[config.mk]
export PLATFORM = sky130hd
export DESIGN_NAME = rx_da_filter
export DESIGN_NICKNAME = d
export VERILOG_FILES = /design/src/rtl/rx_da_filter_pkg.sv /design/src/rtl/rx_da_capture.sv /design/src/rtl/rx_da_crc.sv /design/src/rtl/rx_da_decide.sv /design/src/rtl/rx_da_filter.sv
export SDC_FILE = /design/constraint.sdc
export NUM_CORES = 1
export LEC_CHECK = 0
export ABC_AREA = 0
export CAP_MARGIN = 10
export CORE_MARGIN = 5
export CORE_UTILIZATION = 35
export DETAILED_ROUTE_END_ITERATION = 16
export SLEW_MARGIN = 20
export SYNTH_ARGS = -nofsm -noshare
export SYNTH_HDL_FRONTEND = slang
export SYNTH_HIERARCHICAL = 1
export SYNTH_SLANG_ARGS = --single-unit
export TNS_END_PERCENT = 5
[constraint.sdc]
create_clock -name clk -period 9.2 [get_ports clk]
set_input_delay 0.92 -clock clk [delete_from_list [all_inputs] [get_ports clk]]
set_output_delay 0.92 -clock clk [all_outputs]
set_load 0.02 [all_outputs]
[src/rtl/rx_da_filter_pkg.sv]
// Package for the receive destination-address filter.
// Holds the CRC constants and the one-byte CRC step. Bits are taken LSB first;
// the shift is toward the MSB with no reflection.
package rx_da_filter_pkg;

    localparam int          CRC_W    = 32;
    localparam logic [31:0] CRC_POLY = 32'h04C1_1DB7;
    localparam logic [31:0] CRC_SEED = 32'hFFFF_FFFF;

    // Advance the CRC by eight data bits, LSB of the byte first.
    function automatic logic [CRC_W-1:0] crc_step(input logic [CRC_W-1:0] crc_in,
                                                  input logic [7:0]       data);
        logic [CRC_W-1:0] c;
        logic             fb;
        c = crc_in;
        for (int i = 0; i < 8; i++) begin
            fb = c[CRC_W-1] ^ data[i];
            c  = {c[CRC_W-2:0], 1'b0};
            if (fb) c = c ^ CRC_POLY;
        end
        return c;
    endfunction

endpackage

[src/rtl/rx_da_capture.sv]
// Address capture: counts the address bytes of the current frame and assembles
// them into a 48-bit word, byte 0 in the LSBs.
// Assumes frm_start_i matters only when byte_vld_i is high. The counter rests
// at ADDR_BYTES (idle), so bytes seen before any start are not taken.
module rx_da_capture #(
    parameter int ADDR_BYTES = 6,
    localparam int ADDR_W    = ADDR_BYTES * 8,
    localparam int CNT_W     = $clog2(ADDR_BYTES + 1)
) (
    input  logic              clk,
    input  logic              rst_n,
    input  logic              frm_start_i,
    input  logic              byte_vld_i,
    input  logic [7:0]        byte_i,
    output logic              start_o,
    output logic              take_o,
    output logic              last_o,
    output logic [ADDR_W-1:0] addr_nxt_o
);

    localparam logic [CNT_W-1:0] CNT_FULL = CNT_W'(ADDR_BYTES);

    logic [CNT_W-1:0]  cnt_q;
    logic [CNT_W-1:0]  cnt_nxt;
    logic [CNT_W-1:0]  lane_sel;
    logic [ADDR_W-1:0] addr_q;

    // Qualify the incoming byte: a start always counts, others only until full.
    always_comb begin
        start_o  = byte_vld_i && frm_start_i;
        take_o   = start_o || (byte_vld_i && (cnt_q < CNT_FULL));
        lane_sel = start_o ? '0 : cnt_q;
        cnt_nxt  = start_o ? CNT_W'(1) : (take_o ? cnt_q + CNT_W'(1) : cnt_q);
        last_o   = take_o && (cnt_nxt == CNT_FULL);
    end

    // Steer the byte into its lane; lanes not being written keep their value.
    for (genvar k = 0; k < ADDR_BYTES; k++) begin : g_lane
        assign addr_nxt_o[8*k +: 8] = (take_o && (lane_sel == CNT_W'(k))) ? byte_i
                                                                          : addr_q[8*k +: 8];
    end

    // Byte counter and address register.
    always_ff @(posedge clk) begin
        if (!rst_n) begin
            cnt_q  <= CNT_FULL;
            addr_q <= '0;
        end else begin
            cnt_q  <= cnt_nxt;
            addr_q <= addr_nxt_o;
        end
    end

    // the counter never runs past a full address.
    p_cnt_bound_r10: assert property (@(posedge clk) disable iff (!rst_n)
        cnt_q <= CNT_FULL);

    // without a start, an idle counter takes nothing.
    p_idle_ignores_r1: assert property (@(posedge clk) disable iff (!rst_n)
        (cnt_q == CNT_FULL) && !start_o |-> !take_o);

endmodule

[src/rtl/rx_da_crc.sv]
// Running address CRC: seeds at a frame start and advances one byte per taken
// byte. crc_nxt_o already includes the byte of the current cycle, so the last
// byte's CRC is available without waiting an extra cycle.
module rx_da_crc
    import rx_da_filter_pkg::*;
(
    input  logic             clk,
    input  logic             rst_n,
    input  logic             start_i,
    input  logic             take_i,
    input  logic [7:0]       byte_i,
    output logic [CRC_W-1:0] crc_nxt_o
);

    logic [CRC_W-1:0] crc_q;

    // Fold the current byte into the seed or the running value.
    always_comb begin
        crc_nxt_o = crc_step(start_i ? CRC_SEED : crc_q, byte_i);
    end

    // Hold the running CRC between bytes.
    always_ff @(posedge clk) begin
        if (!rst_n)      crc_q <= CRC_SEED;
        else if (take_i) crc_q <= crc_nxt_o;
    end

    // gaps in the byte stream leave the running CRC unchanged.
    p_crc_gap_r10: assert property (@(posedge clk) disable iff (!rst_n)
        !take_i |=> $stable(crc_q));

endmodule

[src/rtl/rx_da_decide.sv]
// Verdict logic: on the last address byte, combine the assembled address, the
// CRC-derived hash index and the mode inputs into accept or reject. The result
// is registered, then held until the next frame start.
// Assumes addr_i and crc_i include the byte of the current cycle.
module rx_da_decide #(
    parameter int ADDR_W  = 48,
    parameter int CRC_W   = 32,
    parameter int HASH_W  = 32,
    localparam int IDX_W  = $clog2(2 * HASH_W)
) (
    input  logic              clk,
    input  logic              rst_n,
    input  logic              start_i,
    input  logic              last_i,
    input  logic [ADDR_W-1:0] addr_i,
    input  logic [CRC_W-1:0]  crc_i,
    input  logic              promisc_i,
    input  logic              all_mcast_i,
    input  logic              hash_en_i,
    input  logic [ADDR_W-1:0] station_i,
    input  logic [HASH_W-1:0] hash_lo_i,
    input  logic [HASH_W-1:0] hash_hi_i,
    output logic              dec_vld_o,
    output logic              accept_o
);

    logic [IDX_W-1:0]    idx;
    logic [2*HASH_W-1:0] table_w;
    logic                is_mcast;
    logic                is_bcast;
    logic                uc_hit;
    logic                hash_hit;
    logic                verdict;
    logic                accept_q;
    logic                vld_q;

    // Classify the address and look up its hash slot (top index bit picks the register).
    always_comb begin
        idx      = crc_i[CRC_W-1 -: IDX_W];
        table_w  = {hash_hi_i, hash_lo_i};
        is_mcast = addr_i[0];
        is_bcast = &addr_i;
        uc_hit   = !is_mcast && (addr_i == station_i);
        hash_hit = hash_en_i && table_w[idx];
        verdict  = promisc_i || is_bcast || uc_hit ||
                   (is_mcast && (all_mcast_i || hash_hit));
    end

    // Register the verdict on the last byte; a frame start clears it.
    always_ff @(posedge clk) begin
        if (!rst_n) begin
            accept_q <= 1'b0;
            vld_q    <= 1'b0;
        end else begin
            vld_q <= last_i;
            if (last_i)       accept_q <= verdict;
            else if (start_i) accept_q <= 1'b0;
        end
    end

    assign dec_vld_o = vld_q;
    assign accept_o  = accept_q;

    // the valid strobe lasts a single cycle.
    p_dec_pulse_r10: assert property (@(posedge clk) disable iff (!rst_n)
        vld_q |=> !vld_q);

    // with neither a start nor a last byte, the verdict holds.
    p_hold_r10: assert property (@(posedge clk) disable iff (!rst_n)
        !last_i && !start_i |=> $stable(accept_q));

    // a start that does not also finish the address clears the verdict.
    p_start_clr_r11: assert property (@(posedge clk) disable iff (!rst_n)
        start_i && !last_i |=> !accept_q);

    // broadcast always passes.
    p_bcast_r4: assert property (@(posedge clk) disable iff (!rst_n)
        last_i && (&addr_i) |=> accept_q);

    // receive-all passes any frame.
    p_promisc_r9: assert property (@(posedge clk) disable iff (!rst_n)
        last_i && promisc_i |=> accept_q);

    // a mismatched unicast fails without receive-all.
    p_uc_reject_r3: assert property (@(posedge clk) disable iff (!rst_n)
        last_i && !addr_i[0] && (addr_i != station_i) && !promisc_i |=> !accept_q);

endmodule

[src/rtl/rx_da_filter.sv]
// Receive destination-address filter, top level.
// Joins address capture, the running CRC and the verdict logic. Assumes the six
// destination bytes arrive byte 0 first, with frm_start_i on byte 0.
module rx_da_filter #(
    parameter int ADDR_BYTES = 6,
    parameter int HASH_W     = 32,
    localparam int ADDR_W    = ADDR_BYTES * 8,
    localparam int STA_LO_W  = 32,
    localparam int STA_HI_W  = ADDR_W - STA_LO_W
) (
    input  logic                clk,
    input  logic                rst_n,
    input  logic                frm_start_i,
    input  logic                byte_vld_i,
    input  logic [7:0]          byte_i,
    input  logic                promisc_i,
    input  logic                all_mcast_i,
    input  logic                hash_en_i,
    input  logic [STA_LO_W-1:0] sta_lo_i,
    input  logic [STA_HI_W-1:0] sta_hi_i,
    input  logic [HASH_W-1:0]   hash_lo_i,
    input  logic [HASH_W-1:0]   hash_hi_i,
    output logic                dec_vld_o,
    output logic                accept_o
);

    import rx_da_filter_pkg::*;

    logic              start_w;
    logic              take_w;
    logic              last_w;
    logic [ADDR_W-1:0] addr_w;
    logic [CRC_W-1:0]  crc_w;
    logic [ADDR_W-1:0] station_w;

    assign station_w = {sta_hi_i, sta_lo_i};

    rx_da_capture #(.ADDR_BYTES(ADDR_BYTES)) cap_i (
        .clk        (clk),
        .rst_n      (rst_n),
        .frm_start_i(frm_start_i),
        .byte_vld_i (byte_vld_i),
        .byte_i     (byte_i),
        .start_o    (start_w),
        .take_o     (take_w),
        .last_o     (last_w),
        .addr_nxt_o (addr_w)
    );

    rx_da_crc crc_i (
        .clk      (clk),
        .rst_n    (rst_n),
        .start_i  (start_w),
        .take_i   (take_w),
        .byte_i   (byte_i),
        .crc_nxt_o(crc_w)
    );

    rx_da_decide #(
        .ADDR_W(ADDR_W),
        .CRC_W (CRC_W),
        .HASH_W(HASH_W)
    ) dec_i (
        .clk        (clk),
        .rst_n      (rst_n),
        .start_i    (start_w),
        .last_i     (last_w),
        .addr_i     (addr_w),
        .crc_i      (crc_w),
        .promisc_i  (promisc_i),
        .all_mcast_i(all_mcast_i),
        .hash_en_i  (hash_en_i),
        .station_i  (station_w),
        .hash_lo_i  (hash_lo_i),
        .hash_hi_i  (hash_hi_i),
        .dec_vld_o  (dec_vld_o),
        .accept_o   (accept_o)
    );

endmodule

======== After elaboration in Yosys (flattened, before gate mapping) ========
Index checks and enable logic that the tools add are counted.
word-level totals
  bits in registers ....................... 85
  input port bits ......................... 127
  word-level logic and storage cells ...... 74
operators by class
  add/sub/neg operators ................... 1
  order comparisons ....................... 2
  eq/ne operators ......................... 7
  mux-type cells .......................... 22
  bitwise logic cells ..................... 16
  reductions and logical operators ........ 21
operators with widths
  operator             count
  $mux 27              8
  $not 14->14          8
  $eq 48x48->1         1
  $mux 8               6
  $reduce_and 48->1    1
  $mux 32              1
  $logic_and 1x1->1    12
  $eq 3x3->1 const B   3
  $mux 3               3
  $xor 1x1->1          8
  $lt 6x7->1 const B   1
  $bmux 1 s6           1
  $eq 3x2->1 const B   2
  $logic_or 1x1->1     5
  $add 3x1->3 const B  1
  $eq 3x1->1 const B   1
  $logic_not 3->1      1
  $lt 3x3->1 const B   1
  $mux 1               3
  $reduce_bool 2->1    1
  $logic_not 1->1      1

======== Longest topological paths before layout ========
Gate-level depths: netlist of the first run.
  word-level depth ........................ 25
  mapped depth ............................ 16
  mapped depth without buffers ............ 11

======== Cells and area by module ========
The synthesis of the first run kept the hierarchy.
by module, submodules not included
  module         times used  cells an instance  area each (µm²)  sequential area each (µm²)
  rx_da_capture  1           249                2667.6           1021.0
  rx_da_crc      1           302                2461.1           640.6
  rx_da_decide   1           153                1286.2           40.0

======== Worst setup path before layout of the first run ========
Ideal clock, no wire load.
  kind .................................... in2reg
  from .................................... in byte_vld_i
  to ...................................... reg dec_i.accept_q, in the netlist dec_i/accept_o
  setup time .............................. 125 ps
  arrival time ............................ 3925 ps
  required time ........................... 9075 ps
  setup slack ............................. 5150 ps
  stages .................................. 13
  path through ............................ buf_2 > and2_2 > buf_2 > buf_2 > buf_1 > nor2_1 > xor2_1 > xnor2_1 > clkbuf_1 > mux4_2 > mux4_2 > o2111ai_1 > nand3_1
on the way
  elaborated cells between the ends (all ways) .. 65
  classes of those cells .................. 7 x eq/ne; 21 x mux; 16 x bitwise; 21 x reduce/logical
RTL lines
  what                                               RTL line                source
  start, declared                                    rx_da_filter.sv:14      input logic byte_vld_i,
  $logic_and 1x1->1 (*)                              rx_da_capture.sv:30     start_o = byte_vld_i && frm_start_i;
  via start_w                                        rx_da_filter.sv:29      logic start_w;
  $mux 32 (*)                                        rx_da_crc.sv:19         crc_nxt_o = crc_step(start_i ? CRC_SEED : crc_q, byte_i);
  $xor 1x1->1 / $not 14->14 (equally long branches)  --
  $mux 27                                            rx_da_filter_pkg.sv:19  if (fb) c = c ^ CRC_POLY;
  $not 14->14 (no source line)                       --
  $mux 27 (3 in series)                              rx_da_filter_pkg.sv:19
  $not 14->14 (no source line)                       --
  $mux 27 (*)                                        rx_da_filter_pkg.sv:19
  via crc_w[29]                                      rx_da_filter.sv:33      logic [CRC_W-1:0] crc_w;
  $bmux 1 s6 (*)                                     rx_da_decide.sv:44      hash_hit = hash_en_i && table_w[idx];
  $mux 1 (implied by the code) (*)                   rx_da_decide.sv:44
  $logic_and 1x1->1 (*)                              rx_da_decide.sv:44
  $logic_or 1x1->1 (*)                               rx_da_decide.sv:46      (is_mcast && (all_mcast_i || hash_hit));
  $logic_and 1x1->1 (*)                              rx_da_decide.sv:46
  $logic_or 1x1->1 (*)                               rx_da_decide.sv:45      verdict = promisc_i || is_bcast || uc_hit ||
  $mux 1 (*)                                         rx_da_decide.sv:56      if (last_i) accept_q <= verdict;
  end signal, assigned                               rx_da_decide.sv:56
  end, declared                                      rx_da_decide.sv:34      logic accept_q;
The timed path passes the listed nets; every way through them passes the cells marked *. The select of a mux whose other input is x is not followed.
A chain may end at the register's enable or synchronous reset.

======== Worst setup path in the final report of the first run ========
  from .................................... in frm_start_i
  to ...................................... reg dec_i.accept_q, in the netlist dec_i/accept_o
on the way
  elaborated cells between the ends (all ways) .. 64
  classes of those cells .................. 7 x eq/ne; 21 x mux; 16 x bitwise; 20 x reduce/logical
RTL lines
  what                              RTL line                source
  start, declared                   rx_da_filter.sv:13      input logic frm_start_i,
  $logic_and 1x1->1 (*)             rx_da_capture.sv:30
  via start_w                       rx_da_filter.sv:29
  $mux 32 (*)                       rx_da_crc.sv:19
  $mux 27 (2 in series)             rx_da_filter_pkg.sv:19
  $not 14->14 (no source line)      --
  $mux 27                           rx_da_filter_pkg.sv:19
  $not 14->14 (no source line)      --
  $mux 27 (3 in series)             rx_da_filter_pkg.sv:19
  [2 not listed]                    --
  via crc_w[27]                     rx_da_filter.sv:33
  $bmux 1 s6 (*)                    rx_da_decide.sv:44
  $mux 1 (implied by the code) (*)  rx_da_decide.sv:44
  $logic_and 1x1->1 (*)             rx_da_decide.sv:44
  $logic_or 1x1->1 (*)              rx_da_decide.sv:46
  $logic_and 1x1->1 (*)             rx_da_decide.sv:46
  $logic_or 1x1->1 (*)              rx_da_decide.sv:45
  $mux 1 (*)                        rx_da_decide.sv:56
Marks and branches as above.

==> results.txt, run 1 <==
Summing all multi-input logic gate instances after layout gives 4400 µm². The most frequent standard cell in the layout excluding fill and tap cells was sky130_fd_sc_hd__clkdlybuf4s50_1. The die outline height was 145 µm; the routed wire length per instance was 18.1 µm.

The floorplan step defined a die boundary enclosing 21100 µm². By instance count, the cell type seen most on the critical path is sky130_fd_sc_hd__mux4_2. For the detailed placer's ending HPWL, the log shows 14600 µm.

The floorplan has 49 rows. In the final layout, flip-flops and latches occupy 1700 µm². Number of antenna violations at the first check in global routing: 0. The signal on the critical path passes through clkdlybuf4s50_1 > and2_2 > buf_4 > o21ai_0 > nand2_1 > xnor2_1 > xor2_4 > buf_16 > mux4_2 > mux4_2 > o2111ai_1 > nand3_1. The cell area that synthesis handed to floorplanning was 6390 µm². Once the clock tree was built, the resizer swapped 0 gates to a different size.

The critical path is of the in -> reg type. The count of endpoints failing hold in the final timing report came out at 0. Across the run, the number of max-cap violations was 0. For the pin count of the biggest net entering global routing, the log shows 73. The die width is 145 µm, and the number of CTS-inserted buffers is 9.

The tools report the global-route usage over all layers as 0.177. The total buffers and inverters traversed by the critical path is 3, and the leakage dissipation is 3.31 nW. The clock passes through at most 2 buffers. The tools report the fmax as 202 MHz. The root buffer cell chosen for the clock tree is sky130_fd_sc_hd__clkbuf_16. The later pin in the worst-skew pair is clocked with a latency of 0.35 ns. In the final design database the tool counted 935 nets.

At the worst endpoint, the arrival time is 5.16 ns. The cell count after synthesis came out at 700. The kind of start point of the critical path was an input port. The fraction of final layout cells with drive strength greater than 1 works out to 0.135. The setup skew after layout is 0.00929 ns. Buffers added to address setup during post-CTS repair amount to 0.

Counting the fill cells in the layout gives 1738. The logs give 0.356 for the effective utilization at floorplan and 0 for the max-slew violation count. TritonCTS built the clock tree. The run gives 0.364 as the relative slew slack. The tools report the worst hold margin as 0.457 ns.

Setup slack on the critical path of the routed design comes to 4.25 ns. Highest-delay cell along the critical path: sky130_fd_sc_hd__clkdlybuf4s50_1. The tools report the DRC violation count after routing as 0.

The hold-fix buffer count after cts is 0. Grouping stages by cell kind, the critical path spends the most delay in buffers and inverters. The overall routed net length is 18800 µm.

Dividing the detail-routed via count by the number of cells gives 5.04. The number of global-route vias before repair is 5439, and the power density over the cells is 191 nW/µm². The first detailed-routing pass ran for 5 iterations. The clock transition at the register clock pins on the worst setup and hold paths after CTS came out at 0.06 ns. The worst-margin pin slew is 0.947 ns, and the total via count in the routed design is 5243.

The region available for standard cell placement spans 18000 µm². The endpoint class of the critical path was a register. 0 antenna diodes ended up in the layout. Once detail routing completed, the nets flagged for antenna violations numbered 0. Setup repair after global routing left no endpoint under its margin.

In the layout the commonest cells are sky130_fd_sc_hd__clkdlybuf4s50_1 (127), sky130_fd_sc_hd__xnor2_1 (92), sky130_fd_sc_hd__dfxtp_1 (85). Relative to the synthesized area, the layout overhead comes to 27.4%. The net count after synthesis was 828; the first-pass GRT wire length was 30300 µm. The maximum fanout encountered on the critical timing path is 39, and the routability-driven placement congestion ratio is 0.917. The worst-case IR drop observed on VDD is 0.0885 mV.

At the placement stage, the worst setup path has a slack of 3.50 ns. The boundary pin count came out at 129. The clock tree synthesis step divided the H-tree into 3 levels. The total of endpoints with negative setup slack in the final report is 0, and the port buffer count is 128.

Global routing finished with a remaining overflow of 0. In this run the worst hold path is classified as reg -> reg. The flow ran to the end, and the final reports show no timing, DRC or antenna violations.

The setup TNS was 0 ns; the per-instance average area after synthesis was 9.13 µm². At the worst endpoint, the required time is 9.41 ns. The number of warnings issued by yosys is 6. The largest single stage delay on the critical path is 0.60 ns. In this run, the number of DRC markers left after iteration 0 of detailed routing was 320. The fraction of the cycle the final worst path needs is 0.538, and the clock sink count is 85. The minimum clock period works out to 4.95 ns.
per-layer routing:
metal	global-route usage	vias up	wire length, µm
li1	-	2646	-
met1	0.225	2437	8240
met2	0.296	128	9140
met3	0.0371	32	847
met4	0.0644	0	567
met5	0	-	0
layout make-up:
class / instances / share of cell area
clock buffer: 10 / 0.0281
sequential: 85 / 0.209
multi-input combinational: 560 / 0.541
timing repair buffer: 142 / 0.172
clock inverter: 6 / 0.0106
tap: 229 / 0.0352
inverter: 9 / 0.00415
report_power, final:
group          total, mW  leakage [nW]  internal [mW]  switching (mW)
registers          0.437         0.694          0.401          0.0355
logic              0.720          2.46          0.380           0.340
clock network      0.396         0.153          0.238           0.158
total               1.55          3.31           1.02           0.534
tightest hold or removal path: stages, from the launching register on:
cell,delay (ns)
sky130_fd_sc_hd__dfxtp_1,0.31
sky130_fd_sc_hd__nand2_1,0.05
sky130_fd_sc_hd__mux2i_1,0.05
flip-flops by register name (all words and copies together) (netlist names):
register,cells
dec_i/dec_vld_o,1
cap_i/cnt_q,3
cap_i/addr_q,48
crc_i/crc_q,32
dec_i/accept_o,1
path summary, 6_finish.rpt:
kind                         start               end  slack [ns]  depth (start not counted)
setup / recovery       frm_start_i    dec_i/accept_o        4.25                         12
setup reg to reg   crc_i/crc_q[31]    dec_i/accept_o        5.43                         10
hold reg to reg   cap_i/addr_q[11]  cap_i/addr_q[11]        0.46                          2
hold / removal    cap_i/addr_q[11]  cap_i/addr_q[11]        0.46                          2
per-stage QoR:
step | std cells | util | power, mW | area [µm²]
floorplan | 700 | - | 0.982 | 6390
global placement | 1024 | 0.434 | 1.14 | 7800
detailed placement | 1024 | 0.434 | 1.15 | 7800
CTS | 1040 | 0.452 | 1.55 | 8110
global route | 1041 | 0.453 | 1.66 | 8140
finish | 1041 | 0.453 | 1.55 | 8140
(Power assumes the default switching activity.)
==> run 2, diff against run 1 <==
==> constraint.sdc (replaced) <==
create_clock -name clk -period 4.6 [get_ports clk]
set_input_delay 0.46 -clock clk [delete_from_list [all_inputs] [get_ports clk]]
set_output_delay 0.46 -clock clk [all_outputs]
set_load 0.02 [all_outputs]
==> run 2 against run 1 <==
Clock skew shrank 0.0032 ns. Via count grew 1.6%. Clock power grew 120%. Sequential share of layout area shrank 0.24 points. Count of clock-buffer cells in the layout shrank 1. Combinational power grew 99%. Total power grew 100%. Highest routed layer unchanged.
==> results.txt, run 2 (synthesis results as in run 1) <==
The run finished with clean final reports. The post-CTS resize count is 0, and the fraction of final layout cells with drive strength greater than 1 is 0.148. The tools report the final-stage net count as 946.

At the worst endpoint, the arrival time is 4.09 ns. The register-to-register setup slack came out at 0.97 ns. Detailed-router iteration count before antenna repair: 7. The violation count after the first detailed-route iteration came out at 368. The combinational fraction of design power was 0.451. The total grt overflow came out at 0. Setup violations remaining at the end of the flow were counted as 0.

In the final layout, the registers with the most flip-flops are cap_i/addr_q x48, crc_i/crc_q x32, cap_i/cnt_q x3. The tools report the number of maximum-capacitance constraint violations as 0. The run gives 18000 µm² as the core outline area.

Entering global routing, the biggest net connects 44 pins. IR analysis of the VDD net gives a maximum drop of 0.178 mV. The count of endpoints failing hold in the final timing report came out at 0. The tools report the relative slew slack as 0.307.

The run gives 0.35 ns as the clock latency on the worst-skew pair. The worst setup path is of the in -> reg kind. Class of the tightest hold or removal check: reg -> reg. The effective utilization at floorplan was 0.356; the first-pass GRT wire length was 30100 µm.

For the setup TNS, the log shows 0 ns. The average vias per placed instance was 5.06; the total inserted antenna cells was 0. TritonCTS built the clock tree. 129 I/O pins were placed. The run gives 3 as the count of H-tree levels built during CTS.

The final layout contains routed wiring with a total length of 19400 µm. By instance count, the cell type seen most on the critical path is sky130_fd_sc_hd__xnor2_1. For this block, the via count after detailed routing is 5328. The number of CTS-inserted buffers is 9. The run gives 258 MHz as the fmax.

The global-route usage over all layers was 0.178. Traced cell by cell, the critical path runs through clkdlybuf4s50_1 > xnor2_1 > or3_4 > nand2_1 > xnor2_1 > xor2_4 > buf_4 > mux4_2 > mux2i_1 > a31oi_1 > o2111ai_1 > nand3_1. The die width is 145 µm, and the routed wire length per instance is 18.5 µm. The count of buffers added on input and output ports is 128. The worst setup path is captured at a register. For the max-slew violation count, the log shows 0. The register share of total power is 0.275, and the detailed placer's ending HPWL is 15200 µm.

Setup repair after global routing left no endpoint under its margin. The internal power of the cells totals 2.08 mW. In this run the power spent charging and discharging nets is 1.08 mW. The library cell used most frequently in the layout, excluding fill and tap cells, is sky130_fd_sc_hd__clkdlybuf4s50_1. The minimum clock period is 3.87 ns.

The highest-delay cell along the critical path was sky130_fd_sc_hd__mux4_2. Of all nets on the critical path, the largest fanout is 22. The cell sitting at the root of the clock tree is a sky130_fd_sc_hd__clkbuf_16. For the number of global-route vias before repair, the log shows 5457. The fraction of the cycle the final worst path needs is 0.841, and the clock transition at the register clock pins on the worst setup and hold paths after CTS is 0.07 ns.

The required time of the critical path is 4.82 ns, and the routability-driven placement congestion ratio is 0.887. The flip-flop count of the largest register after layout was 48. Leaving out fill and tap cells, the most frequent cells in the layout are sky130_fd_sc_hd__clkdlybuf4s50_1 (127), sky130_fd_sc_hd__xnor2_1 (92), sky130_fd_sc_hd__dfxtp_1 (85).

The hold-fix buffer count after cts came out at 0. The worst setup path is launched from an input port. Compared with the post-synthesis result, the final layout area differs by 28.9%.

The switching part of the total was 0.343; the worst setup slack before clock tree synthesis was 0.375 ns. The run gives 0 as the number of buffers inserted by post-CTS setup repair. The power density over the cells was 384 nW/µm²; the total buffers and inverters traversed by the critical path was 2. On the worst path, the slowest cell contributes a delay of 0.54 ns. The logs give 3.16 mW for the post-layout total power and 85 for the clock sink count. In the routed design, unresolved DRC markers number 0. The leakage dissipation is 3.36 nW. The run gives 0.00613 ns as the setup skew after layout.

At the pin with the least slew margin, the transition time is 1.01 ns. Dominant delay contributor by cell family on the critical path: XOR/XNOR gates. The register with the most flip-flops in the final layout is cap_i/addr_q.

The largest buffer count on any clock path is 2, and the number of antenna violations at the first check in global routing is 0. Row generation in the floorplan step produced 49 rows. Once detail routing completed, the nets flagged for antenna violations numbered 0. Across all setup checks in the final design, the least slack found is 0.731 ns. The clock network fraction of design power was 0.274. The die covers 21100 µm².

Die outline height: 145 µm.
run 2: cell types whose count changed in the layout (fill, tap and decap cells not counted), sizes merged:
cell,change
buf,+11
bufinv,+1
clkbuf,-1
clkinvlp,+1
clkinv,-1
run 2: worst paths after layout:
kind | start | end | depth (start not counted)
worst max-delay path | byte_i[0] | dec_i/accept_o | 12
worst min-delay path | cap_i/addr_q[9] | cap_i/addr_q[9] | 2
worst max register to register | crc_i/crc_q[25] | dec_i/accept_o | 11
worst min register to register | cap_i/addr_q[9] | cap_i/addr_q[9] | 2
run 2: power groups by stage:
stage / clock (mW) / combinational [mW] / sequential, mW
2_1_floorplan: 0 / 1.11 / 0.851
3_3_place_gp: 0 / 1.42 / 0.884
5_1_grt: 0.907 / 1.56 / 0.877
3_5_place_dp: 0 / 1.42 / 0.884
6_report: 0.867 / 1.43 / 0.868
4_1_cts: 0.882 / 1.43 / 0.869
run 2: routing by layer:
metal	vias to the layer above	GRT usage	wire length, µm
li1	2657	-	-
met1	2509	0.222	8360
met2	133	0.311	9850
met3	29	0.0268	761
met4	0	0.0676	441
met5	-	0	0
run 2: area by class of cell:
cell class / count / area [µm²]
Clock buffer: 9 / 225
Clock inverter: 7 / 123
Fill cell: 1718 / 9730
Inverter: 9 / 33.8
Multi-Input combinational cell: 560 / 4400
Sequential cell: 85 / 1700
Tap cell: 229 / 287
Timing Repair Buffer: 153 / 1460
run 2: tightest hold or removal path, delay by kind of cell (launching register included):
kind             cells  cell delay [ns]
DFF                  1             0.31
and+or+nand+nor      1             0.05
muxes                1             0.05
run 2: per-stage QoR:
| stage | util | cells | hold WS, ns | cell area, µm² |
|---|---|---|---|---|
| finish | 0.458 | 1052 | 0.456 | 8240 |
| global route | 0.458 | 1052 | 0.474 | 8240 |
| CTS | 0.458 | 1052 | 0.457 | 8240 |
| detailed placement | 0.439 | 1036 | 0.447 | 7890 |
| global placement | 0.439 | 1036 | 0.442 | 7890 |
| floorplan | - | 700 | 0.432 | 6390 |
==> run 3, diff against run 2 <==
==> constraint.sdc (replaced) <==
create_clock -name clk -period 3.3 [get_ports clk]
set_input_delay 0.33 -clock clk [delete_from_list [all_inputs] [get_ports clk]]
set_output_delay 0.33 -clock clk [all_outputs]
set_load 0.02 [all_outputs]
==> run 3 against run 2 <==
Global-route usage grew 0.47 points. Clock power grew 30%. Highest routed layer unchanged. Hold slack lost 0.017 ns. Clock skew grew 0.0015 ns. Cell count grew 2.9%. Combinational power grew 52%. Utilization grew 1.5 points. Sequential power grew 39%. First-iteration DRC count shrank 2.4%. Die area is the same. Register-to-register slack lost 0.69 ns.
==> results.txt, run 3 (synthesis results as in run 1) <==
The fraction of the cycle the final worst path needs is 0.946, and the routability-driven placement congestion ratio is 0.887. The library cell used most frequently in the layout, excluding fill and tap cells, is sky130_fd_sc_hd__clkdlybuf4s50_1. The hold-fix buffer count after cts was 0. The flip-flop count of the largest register after layout was 48; the effective utilization at floorplan was 0.356. Global routing finished with a remaining overflow of 0.

The number of buffers inserted by post-CTS setup repair came out at 0. The fraction of final layout cells with drive strength greater than 1 was 0.183; the post-layout total power was 4.50 mW. Tracing the worst setup path back leads to its startpoint at byte_i[0]. The run gives 3.53 ns as the required time of the critical path. STA classifies the critical path startpoint as an input port. The port buffer count is 128, and the full die area is 21100 µm². In this run the vertical extent of the chip is 145 µm.

Along the worst path, the maximum fanout reaches 8. In the final layout, the registers with the most flip-flops are cap_i/addr_q x48, crc_i/crc_q x32, cap_i/cnt_q x3. For this block, the initial DRC count from the detailed router was 359. For the worst-skew pair, the clock arrives at the later sink with an insertion delay of 0.35 ns.

Setup violations remaining at the end of the flow were counted as 0. The area growth from synthesis to layout is 33.1%. The boundary pin count was 129; the total via count in the routed design was 5441.

STA classifies the critical path endpoint as a register. Counting tap cells, the placed design contains a total of 1067 instances. The worst hold path begins at rst_n.

In the layout the commonest cells are sky130_fd_sc_hd__clkdlybuf4s50_1 (127), sky130_fd_sc_hd__xnor2_1 (90), sky130_fd_sc_hd__dfxtp_1 (85). In this run the number of H-tree levels came out at 3. The first global-routing pass estimated 30800 µm of wire. Clock-pin slew was measured on the worst setup and hold paths at 0.06 ns. The logs give 19900 µm for the overall routed net length and 0 for the number of antenna violations at the first check in global routing. For the pin with the worst max-slew slack, the measured transition is 0.644 ns. The average vias per placed instance was 5.02.

Post-CTS resize count: 0. TritonCTS built the clock tree. Pin count of the biggest net entering global routing: 64.

The floorplan step defined a core boundary enclosing 18000 µm². In this run the deepest clock path goes through 2 buffers. The finished layout holds 1083 standard cells, fillers aside. Once detail routing completed, the nets flagged for antenna violations numbered 0. The detailed-router iteration count before antenna repair is 5. In this run the critical register-to-register path is launched from crc_i/crc_q[25]. Across the run, the number of max-cap violations was 0. For the worst flop-to-flop path, the logic depth is 10. The tree is rooted in a sky130_fd_sc_hd__clkbuf_16.

The power density over the cells came out at 529 nW/µm². Counting flops per register, the top entry is cap_i/addr_q. The worst register-to-register path ends at dec_i/accept_o.

The leakage dissipation came out at 3.53 nW. After detailed routing, the average wire length per cell comes to 18.4 µm. For the relative slew slack, the log shows 0.568.

IR analysis of the VDD net gives a maximum drop of 0.327 mV. The number of global-route vias before repair is 5602. Setup repair after global routing left no endpoint under its margin. The smallest clock period supported by the final layout is computed as 3.12 ns.

For this run, design rule violations remaining after detail routing come to 0. Buffers inserted during clock tree synthesis total 9. The max-slew violation count came out at 0. The flow ran to the end, and the final reports show no timing, DRC or antenna violations. Counting every sink on the clock net gives 85.

The arrival time of data at the critical path endpoint was 3.36 ns. Measured along the x axis, the die boundary spans 145 µm. The count of endpoints failing hold in the final timing report was 0; the fmax was 320 MHz. For flop-to-flop paths, the worst setup slack is 0.28 ns. The class of the tightest hold or removal check was in -> reg.

The logs give 0.183 for the global-route usage over all layers and 977 for the final-stage net count. The tools report the critical path capture point as dec_i/accept_o. Clock skew on the completed layout was measured at 0.00767 ns.

The critical path in this run is classified as in -> reg. The tools report the placement row count as 49. Detailed placement finished with a half-perimeter wire length of 15800 µm.

The number of antenna diodes in the final layout is 0.
run 3: cell types whose count changed in the layout (fill, tap and decap cells not counted), moves of 2 or more:
| cell | before | now |
|---|---|---|
| sky130_fd_sc_hd__buf_12 | 0 | 3 |
| sky130_fd_sc_hd__buf_4 | 25 | 53 |
| sky130_fd_sc_hd__xnor2_1 | 92 | 90 |
| sky130_fd_sc_hd__xnor2_2 | 2 | 4 |
run 3: worst min-delay path by stage:
stage                       endpoint  slack, ns  cells after the start
floorplan           cap_i/addr_q[10]       0.43                      2
global placement    cap_i/addr_q[43]       0.44                      2
CTS                   crc_i/crc_q[0]       0.43                      3
finish                crc_i/crc_q[0]       0.44                      3
detailed placement  cap_i/addr_q[12]       0.45                      2
global route          crc_i/crc_q[0]       0.45                      3
run 3: cell type report:
| type | count | area [µm²] |
|---|---|---|
| clock buffers | 10 | 229 |
| clock inverters | 6 | 93.8 |
| fillers | 1677 | 9460 |
| inverters | 9 | 33.8 |
| multi-input cells | 560 | 4430 |
| flip-flops and latches | 85 | 1700 |
| well taps | 229 | 287 |
| repair buffers | 184 | 1730 |
run 3: worst max-delay path, stage by stage:
cell and delay, ns:
sky130_fd_sc_hd__clkdlybuf4s50_1 0.43, sky130_fd_sc_hd__xnor2_1 0.14, sky130_fd_sc_hd__buf_4 0.15, sky130_fd_sc_hd__or3_4 0.36, sky130_fd_sc_hd__nand2_1 0.13, sky130_fd_sc_hd__xnor2_2 0.19, sky130_fd_sc_hd__xor2_4 0.20, sky130_fd_sc_hd__buf_12 0.15
sky130_fd_sc_hd__mux4_2 0.50, sky130_fd_sc_hd__mux4_2 0.50, sky130_fd_sc_hd__o2111ai_2 0.19, sky130_fd_sc_hd__nand3_1 0.09
run 3: power by group:
part / switching (mW) / total (mW) / leakage [nW] / internal [mW]
sequential: 0.0886 / 1.21 / 0.694 / 1.12
clock: 0.458 / 1.13 / 0.154 / 0.671
combinational: 1.01 / 2.17 / 2.68 / 1.16
run 3: through the flow:
| step | util | setup TNS (ns) | hold WS [ns] | setup WS [ns] | area (µm²) |
|---|---|---|---|---|---|
| after floorplan | - | 0 | 0.432 | 0.00263 | 6410 |
| after global placement | 0.455 | -0.191 | 0.441 | -0.191 | 8170 |
| after detailed placement | 0.455 | -0.214 | 0.448 | -0.214 | 8170 |
| after CTS | 0.473 | 0 | 0.435 | 0.154 | 8500 |
| after global routing | 0.473 | 0 | 0.455 | 0.0231 | 8510 |
| final | 0.473 | 0 | 0.439 | 0.179 | 8510 |
run 3: layer usage:
layer / wire length (µm) / share of wire / GRT usage / vias to the layer above
li1: - / - / - / 2721
met1: 8580 / 0.43 / 0.227 / 2540
met2: 9870 / 0.50 / 0.318 / 144
met3: 890 / 0.045 / 0.0355 / 36
met4: 547 / 0.028 / 0.0611 / 0
met5: 0 / 0 / 0 / -
